<file path="config.mk">
export PLATFORM = sky130hd
export DESIGN_NAME = gated_trigger_ff
export DESIGN_NICKNAME = d
export VERILOG_FILES = /design/src/rtl/gtff_pkg.sv /design/src/rtl/gtff_sync.sv /design/src/rtl/gtff_edge_gate.sv /design/src/rtl/gated_trigger_ff.sv
export SDC_FILE = /design/constraint.sdc
export NUM_CORES = 1
export LEC_CHECK = 0
export ABC_AREA = 1
export BUFFER_PORTS_ARGS = -buffer_cell sky130_fd_sc_hd__clkbuf_2
export CORE_MARGIN = 4
export CORE_UTILIZATION = 55
export DETAILED_ROUTE_END_ITERATION = 10
export PLACE_DENSITY = 0.79
export SLEW_MARGIN = 20
export SYNTH_ARGS = -nofsm -noshare
export SYNTH_HDL_FRONTEND = slang
export SYNTH_SLANG_ARGS = --single-unit
</file>
<file path="constraint.sdc">
create_clock -name clk -period 2.21 [get_ports clk]
set_clock_uncertainty 0.2 [all_clocks]
set_input_delay 0.442 -clock clk [delete_from_list [all_inputs] [get_ports clk]]
set_output_delay 0.442 -clock clk [all_outputs]
set_load 0.05 [all_outputs]
</file>
<file path="src/rtl/gtff_pkg.sv">
package gtff_pkg;

    typedef enum logic {
        ST_LOW  = 1'b0,
        ST_HIGH = 1'b1
    } bit_state_e;

    typedef enum logic [2:0] {
        EV_NONE      = 3'd0,
        EV_SET       = 3'd1,
        EV_CLR       = 3'd2,
        EV_TOGGLE    = 3'd3,
        EV_FORCE_SET = 3'd4,
        EV_FORCE_CLR = 3'd5
    } trig_event_e;

endpackage

</file>
<file path="src/rtl/gtff_sync.sv">
module gtff_sync #(
    parameter int   WIDTH   = 1,
    parameter int   STAGES  = 2,
    parameter logic RST_VAL = 1'b0
) (
    input  logic             clk,
    input  logic             rst,
    input  logic [WIDTH-1:0] d,
    output logic [WIDTH-1:0] q
);
    logic [WIDTH-1:0] chain [STAGES];

    for (genvar g = 0; g < STAGES; g++) begin : g_stage
        if (g == 0) begin : g_first
            always_ff @(posedge clk) begin
                if (rst) chain[g] <= {WIDTH{RST_VAL}};
                else     chain[g] <= d;
            end
        end else begin : g_next
            always_ff @(posedge clk) begin
                if (rst) chain[g] <= {WIDTH{RST_VAL}};
                else     chain[g] <= chain[g-1];
            end
        end
    end

    assign q = chain[STAGES-1];
endmodule

</file>
<file path="src/rtl/gtff_edge_gate.sv">
module gtff_edge_gate #(
    parameter int PAIRS = 3
) (
    input  logic             clk,
    input  logic             rst,
    input  logic [PAIRS-1:0] trig_s,
    input  logic [PAIRS-1:0] gate_s,
    output logic             accept
);
    logic [PAIRS-1:0] hist;
    logic [PAIRS-1:0] acc;

    always_ff @(posedge clk) begin
        if (rst) hist <= '1;
        else     hist <= trig_s;
    end

    for (genvar g = 0; g < PAIRS; g++) begin : g_pair
        assign acc[g] = hist[g] & ~trig_s[g] & ~gate_s[g];

        // an accepted edge is a one-shot; the history must follow the low level
        assert_hist_follows_R5: assert property (@(posedge clk) disable iff (rst)
            acc[g] |=> !hist[g]);
    end

    assign accept = |acc;
endmodule

</file>
<file path="src/rtl/gated_trigger_ff.sv">
module gated_trigger_ff
    import gtff_pkg::*;
#(
    parameter int PAIRS       = 3,
    parameter int SYNC_STAGES = 2
) (
    input  logic             clk,
    input  logic             rst,
    input  logic [PAIRS-1:0] set_trig,
    input  logic [PAIRS-1:0] set_gate_n,
    input  logic [PAIRS-1:0] clr_trig,
    input  logic [PAIRS-1:0] clr_gate_n,
    input  logic             force_set,
    input  logic             force_clr,
    output logic             q,
    output logic             q_n
);
    localparam int LVL_W = 2 * PAIRS;

    logic [LVL_W-1:0] trig_s, gate_s;
    logic [1:0]       force_s;
    logic             set_acc, clr_acc;
    trig_event_e      ev;
    bit_state_e       state_q, state_d;

    gtff_sync #(.WIDTH(LVL_W), .STAGES(SYNC_STAGES), .RST_VAL(1'b1)) u_sync_trig (
        .clk(clk), .rst(rst), .d({clr_trig, set_trig}), .q(trig_s));

    gtff_sync #(.WIDTH(LVL_W), .STAGES(SYNC_STAGES), .RST_VAL(1'b1)) u_sync_gate (
        .clk(clk), .rst(rst), .d({clr_gate_n, set_gate_n}), .q(gate_s));

    gtff_sync #(.WIDTH(2), .STAGES(SYNC_STAGES), .RST_VAL(1'b0)) u_sync_force (
        .clk(clk), .rst(rst), .d({force_clr, force_set}), .q(force_s));

    gtff_edge_gate #(.PAIRS(PAIRS)) u_set_side (
        .clk(clk), .rst(rst),
        .trig_s(trig_s[PAIRS-1:0]), .gate_s(gate_s[PAIRS-1:0]),
        .accept(set_acc));

    gtff_edge_gate #(.PAIRS(PAIRS)) u_clr_side (
        .clk(clk), .rst(rst),
        .trig_s(trig_s[LVL_W-1:PAIRS]), .gate_s(gate_s[LVL_W-1:PAIRS]),
        .accept(clr_acc));

    always_comb begin
        if (force_s[1])             ev = EV_FORCE_CLR;
        else if (force_s[0])        ev = EV_FORCE_SET;
        else if (set_acc & clr_acc) ev = EV_TOGGLE;
        else if (set_acc)           ev = EV_SET;
        else if (clr_acc)           ev = EV_CLR;
        else                        ev = EV_NONE;
    end

    always_comb begin
        state_d = state_q;
        unique case (state_q)
            ST_LOW: begin
                case (ev)
                    EV_SET, EV_TOGGLE, EV_FORCE_SET: state_d = ST_HIGH;
                    default:                         state_d = ST_LOW;
                endcase
            end
            ST_HIGH: begin
                case (ev)
                    EV_CLR, EV_TOGGLE, EV_FORCE_CLR: state_d = ST_LOW;
                    default:                         state_d = ST_HIGH;
                endcase
            end
        endcase
    end

    always_ff @(posedge clk) begin
        if (rst) state_q <= ST_LOW;
        else     state_q <= state_d;
    end

    always_comb begin
        q   = (state_q == ST_HIGH);
        q_n = (state_q == ST_LOW);
    end

    // outputs stay complementary
    assert_complement_R10: assert property (@(posedge clk) disable iff (rst)
        q != q_n);

    // synchronized force-clear always yields a cleared bit
    assert_force_clr_R9: assert property (@(posedge clk) disable iff (rst)
        force_s[1] |=> !q);

    // synchronized force-set alone yields a set bit
    assert_force_set_R8: assert property (@(posedge clk) disable iff (rst)
        (force_s[0] && !force_s[1]) |=> q);

    // without any accepted edge or force the bit holds
    assert_hold_R5: assert property (@(posedge clk) disable iff (rst)
        (!set_acc && !clr_acc && force_s == 2'b00) |=> $stable(q));

    // simultaneous accepted edges complement the bit
    assert_toggle_R7: assert property (@(posedge clk) disable iff (rst)
        (set_acc && clr_acc && force_s == 2'b00) |=> (q != $past(q)));
endmodule

</file>
# Word-level counts from Yosys, hierarchy flattened
# Memories as Yosys holds them, arrays and structs flattened.
# Cells that the tools add are included.
[word_totals]
reg_bits = 7
n_memories = 3
mem_bits_rw = 28
inputBits = 16
out_inout_bits = 2
[mem_list]
columns = ["memory", "words", "word_bits", "rd", "rd_clocked_by_memory_dff", "write_ports", "line", "source"]
rows = [
  ["u_sync_gate.chain", 2, 6, 2, 0, 2, "gtff_sync.sv:11", "logic [WIDTH-1:0] chain [STAGES];"],
  ["u_sync_trig.chain", 2, 6, 2, 0, 2, "gtff_sync.sv:11", ""],
  ["u_sync_force.chain", 2, 2, 2, 0, 2, "gtff_sync.sv:11", ""],
]
[op_classes]
reduce_logical = 4
eq_ne = 5
muxes = 17
n_bitwise = 32
[op_table]
columns = ["cell", "count"]
rows = [
  ["$mux W6", 4],
  ["$and A1 B1 Y1", 13],
  ["$not A1 Y1", 13],
  ["$reduce_or A3 Y1", 4],
  ["$mux W2", 5],
  ["$eq A3 B2 Y1 const B", 2],
  ["$eq A3 B3 Y1 const B", 2],
  ["$mux W3", 2],
  ["$or A1 B1 Y1", 6],
  ["$mux W1", 5],
  ["$eq A3 B1 Y1 const B", 1],
  ["$pmux W1 S2", 1],
]

# Longest topological paths before layout
# An unclocked memory read counts as a cell.
[depth]
depth_word = 14
ltp_mapped = 6
ltp_nobuf = 6

# Hierarchy
# From an unflattened synthesis, not the netlist that was laid out.
[hier_totals]
cells_unflattened = 130
area_unflattened_um2 = 1091.0
[by_module_without_submodules]
columns = ["module", "instances", "seq_area_each_um2", "cells_per_inst", "area_each_um2"]
rows = [
  ["gtff_sync at u_sync_gate ...", 2, 240.2, 38, 345.3],
  ["gtff_edge_gate", 2, 60.1, 16, 116.4],
  ["gtff_sync at u_sync_force", 1, 80.1, 12, 110.1],
  ["gated_trigger_ff", 1, 20.0, 10, 57.6],
]

# Least setup slack after synthesis
# No wires, ideal clock.
[synth_timing]
path_kind = "register to output"
from = "reg state_q, in the netlist q"
to = "out q_n"
slack_ns = 0.582
arrival_ns = 0.986
path_stages_with_launch = 2
t_required_ns = 1.568
path_cell_list = "dfxtp_1 > inv_1"
[synth_between]
elab_chain_cells = 1
[synth_lines]
columns = ["item", "line", "source"]
rows = [
  ["start: declaration", "gated_trigger_ff.sv:24", "bit_state_e state_q, state_d;"],
  ["start signal: assignment", "gated_trigger_ff.sv:74", "else state_q <= state_d;"],
  ["$not A1 Y1", "n/a", ""],
  ["end: declaration", "gated_trigger_ff.sv:16", "output logic q_n"],
]
# Every way passes these cells.

# Worst setup path after layout
# Same ends and word-level chain as after synthesis.

==> metrics.txt <==
Max Root-Sink Buffers=2; antenna violations before repair=0; Critical R2R Launch=u_sync_trig.chain[1][0]; via count=616; switching share of total power=21.9%; WP data arrival=1.00 ns; pin count of the biggest net entering global routing=33; placed cell area=1130 um2; Gate power share=5.2%; Reg power frac=64.8%; ratio of final minimum period to clock period=74.3%; cell type group with the largest total delay on the critical path=buffers and inverters; CTS root buffer=clkbuf_4; startpoint types=register; CP Depth=2; die extent in y=51.6 um; TritonCTS Sinks=35; count of TritonRoute iterations in the first routing pass=3; synth unique cells=11; area share of the largest cell type after synthesis=66.9%; fmax=0.609 GHz; CP bufs+invs=2; WL final=1.25 mm; internal power summed over all cells=801 uW; setup slack after placement=0.777 ns; Setup crit start=q; delay of the slowest cell on the worst path=0.33 ns; die area=2670 um2; worst-case register-to-register setup slack=1.19 ns; row count=15; total of hold buffers inserted after clock tree synthesis=0; antenna cell count=0; Initial Utilization=59.4%; Hold WC Path Type=in -> reg; ordered cell list for the critical path=inv_1 > clkbuf_2; Layout Nets=138; mean cell area of the mapped netlist=10.4 um2; CTS tree=yes; min setup slack post-route=0.568 ns; total DRC errors in the routed layout=0; Port Buffers=17; average wire per standard cell=8.44 um; Netlist Area Pre-Place=1050 um2; half-perimeter wire length after detailed placement=913 um; Worst R2R End=q; result of the run=completed; top cells by area in the synthesized netlist=dfxtp_1, or2_1, inv_1, nand2_1, nor2_1; sum of negative setup slack=0 ns; Yosys Warn Count=0; slowest stage cell on the critical path=dfxtp_1; slew of the pin with the lowest slew margin=0.431 ns; max-slew violation count=0; number of endpoints with negative hold slack in the final report=0; # Max-Cap Violations=0; cells on worst reg2reg path=5; number of resized instances in the post-cts repair step=0; synthesized instance count=101; antenna-violating nets left=0; clock edge transition at the registers on the reported setup and hold paths=0.10 ns; detail-routed via count per cell=4.16; final instance area=1180 um2; capturing element type of the critical path=primary output; initial drt markers=2; leftover overflow at the end of global routing=0; leading cell type in the layout, fill and taps excluded=dfxtp_1; Net Switching=225 uW; H-tree depth=2; setup repair after global routing missed its margin=no; max_slew headroom=71.3%; sequential cell area fraction in the yosys report=66.9%; Max IR drop VDD=0.522 mV; CP required=1.57 ns; most frequent cells in the layout=dfxtp_1, or2_1, clkbuf_2; CP Capture Point=q_n; net count after synthesis=117; clock buffer count from CTS=5; synthesized flop and latch total=35; cell type with the largest total area after synthesis=dfxtp_1; final weighted congestion in routability-driven placement=0.654; via count of the first global-routing pass=557; number of failing setup endpoints in the final timing report=0; P&R area growth vs syn=12.9%; width of the die=51.6 um; first-pass GRT wire length=2.17 mm; clock share of power=30.0%; core area=1760 um2; fraction of layout instances using a drive strength above 1=21.1%; final critical path time including I/O delays and setup=1.64 ns; static power due to leakage=0.555 nW; pwr/cell area=868 nW/um2; Worst Path Max Fanout=3; clock latency of the later-clocked register in the worst-skew pair=0.32 ns; worst hold slack after final layout=0.0885 ns; Critical Setup Path Class=reg -> out; overall track demand over capacity in global routing=11.8%; postcts setup bufs=0; count of boundary I/O pins=18
## worst min path at each step
stage / cells past startpoint / slack [ns] / end / from
final: 2 / 0.09 / u_sync_trig.chain[0][3] / clr_trig[0]
after global routing: 2 / 0.08 / u_sync_trig.chain[0][4] / clr_trig[1]
after CTS: 2 / 0.08 / u_sync_trig.chain[0][2] / set_trig[2]
after detailed placement: 1 / 0.19 / u_sync_trig.chain[1][1] / u_sync_trig.chain[0][1]
after global placement: 1 / 0.18 / u_sync_gate.chain[1][1] / u_sync_gate.chain[0][1]
after floorplan: 1 / 0.18 / u_sync_gate.chain[1][1] / u_sync_gate.chain[0][1]
## layer usage
metal | wire, um | vias up | track usage (%)
li1 | - | 336 | -
met1 | 513 | 258 | 11.4
met2 | 613 | 16 | 19.5
met4 | 29 | 0 | 7.86
met5 | 0 | - | 0
met3 | 93 | 6 | 6.02
## state kept, by name (all words and copies together), names as in the netlist
| register | cells |
|---|---|
| q | 1 |
| u_clr_side.hist | 3 |
| u_set_side.hist | 3 |
| u_sync_gate.chain | 12 |
| u_sync_force.chain | 4 |
| u_sync_trig.chain | 12 |
## cell usage after synthesis, drive strengths merged
cell type / n
inv: 12
or2: 27
a21oi: 1
dfxtp: 35
nand3b: 1
o21ai: 1
buf: 3
nand2: 10
nand3: 2
nor2: 9
## cell type report
cell class,count,area [um2]
Sequential cell,35,701
Inverter,12,45.0
Clock buffer,5,37.5
Clock inverter,3,15.0
Timing Repair Buffer,17,85.1
Fill cell,167,582
Multi-Input combinational cell,51,268
Tap cell,25,31.3
## metrics by stage
stage,util [%],cells,power [mW]
3_3_place_gp,64.0,140,0.731
6_report,67.0,148,1.03
4_1_cts,67.0,148,1.04
2_1_floorplan,-,101,0.718
5_1_grt,67.0,148,1.08
3_5_place_dp,64.0,140,0.735
## cell families after synthesis
family	after synthesis	synth area share, %
DFF	35	66.9
AOI/OAI and AO/OA	2	0.955
buffers and inverters	15	7.53
and+or+nand+nor	49	24.6
## power groups by stage
| stage | combinational, mW | clock, mW | sequential [mW] |
|---|---|---|---|
| 2_1_floorplan | 0.0360 | 0 | 0.682 |
| 3_3_place_gp | 0.0523 | 0 | 0.679 |
| 3_5_place_dp | 0.0547 | 0 | 0.680 |
| 4_1_cts | 0.0548 | 0.320 | 0.665 |
| 5_1_grt | 0.0621 | 0.349 | 0.668 |
| 6_report | 0.0532 | 0.308 | 0.665 |
Note: power is estimated with default switching activity, not from simulation.
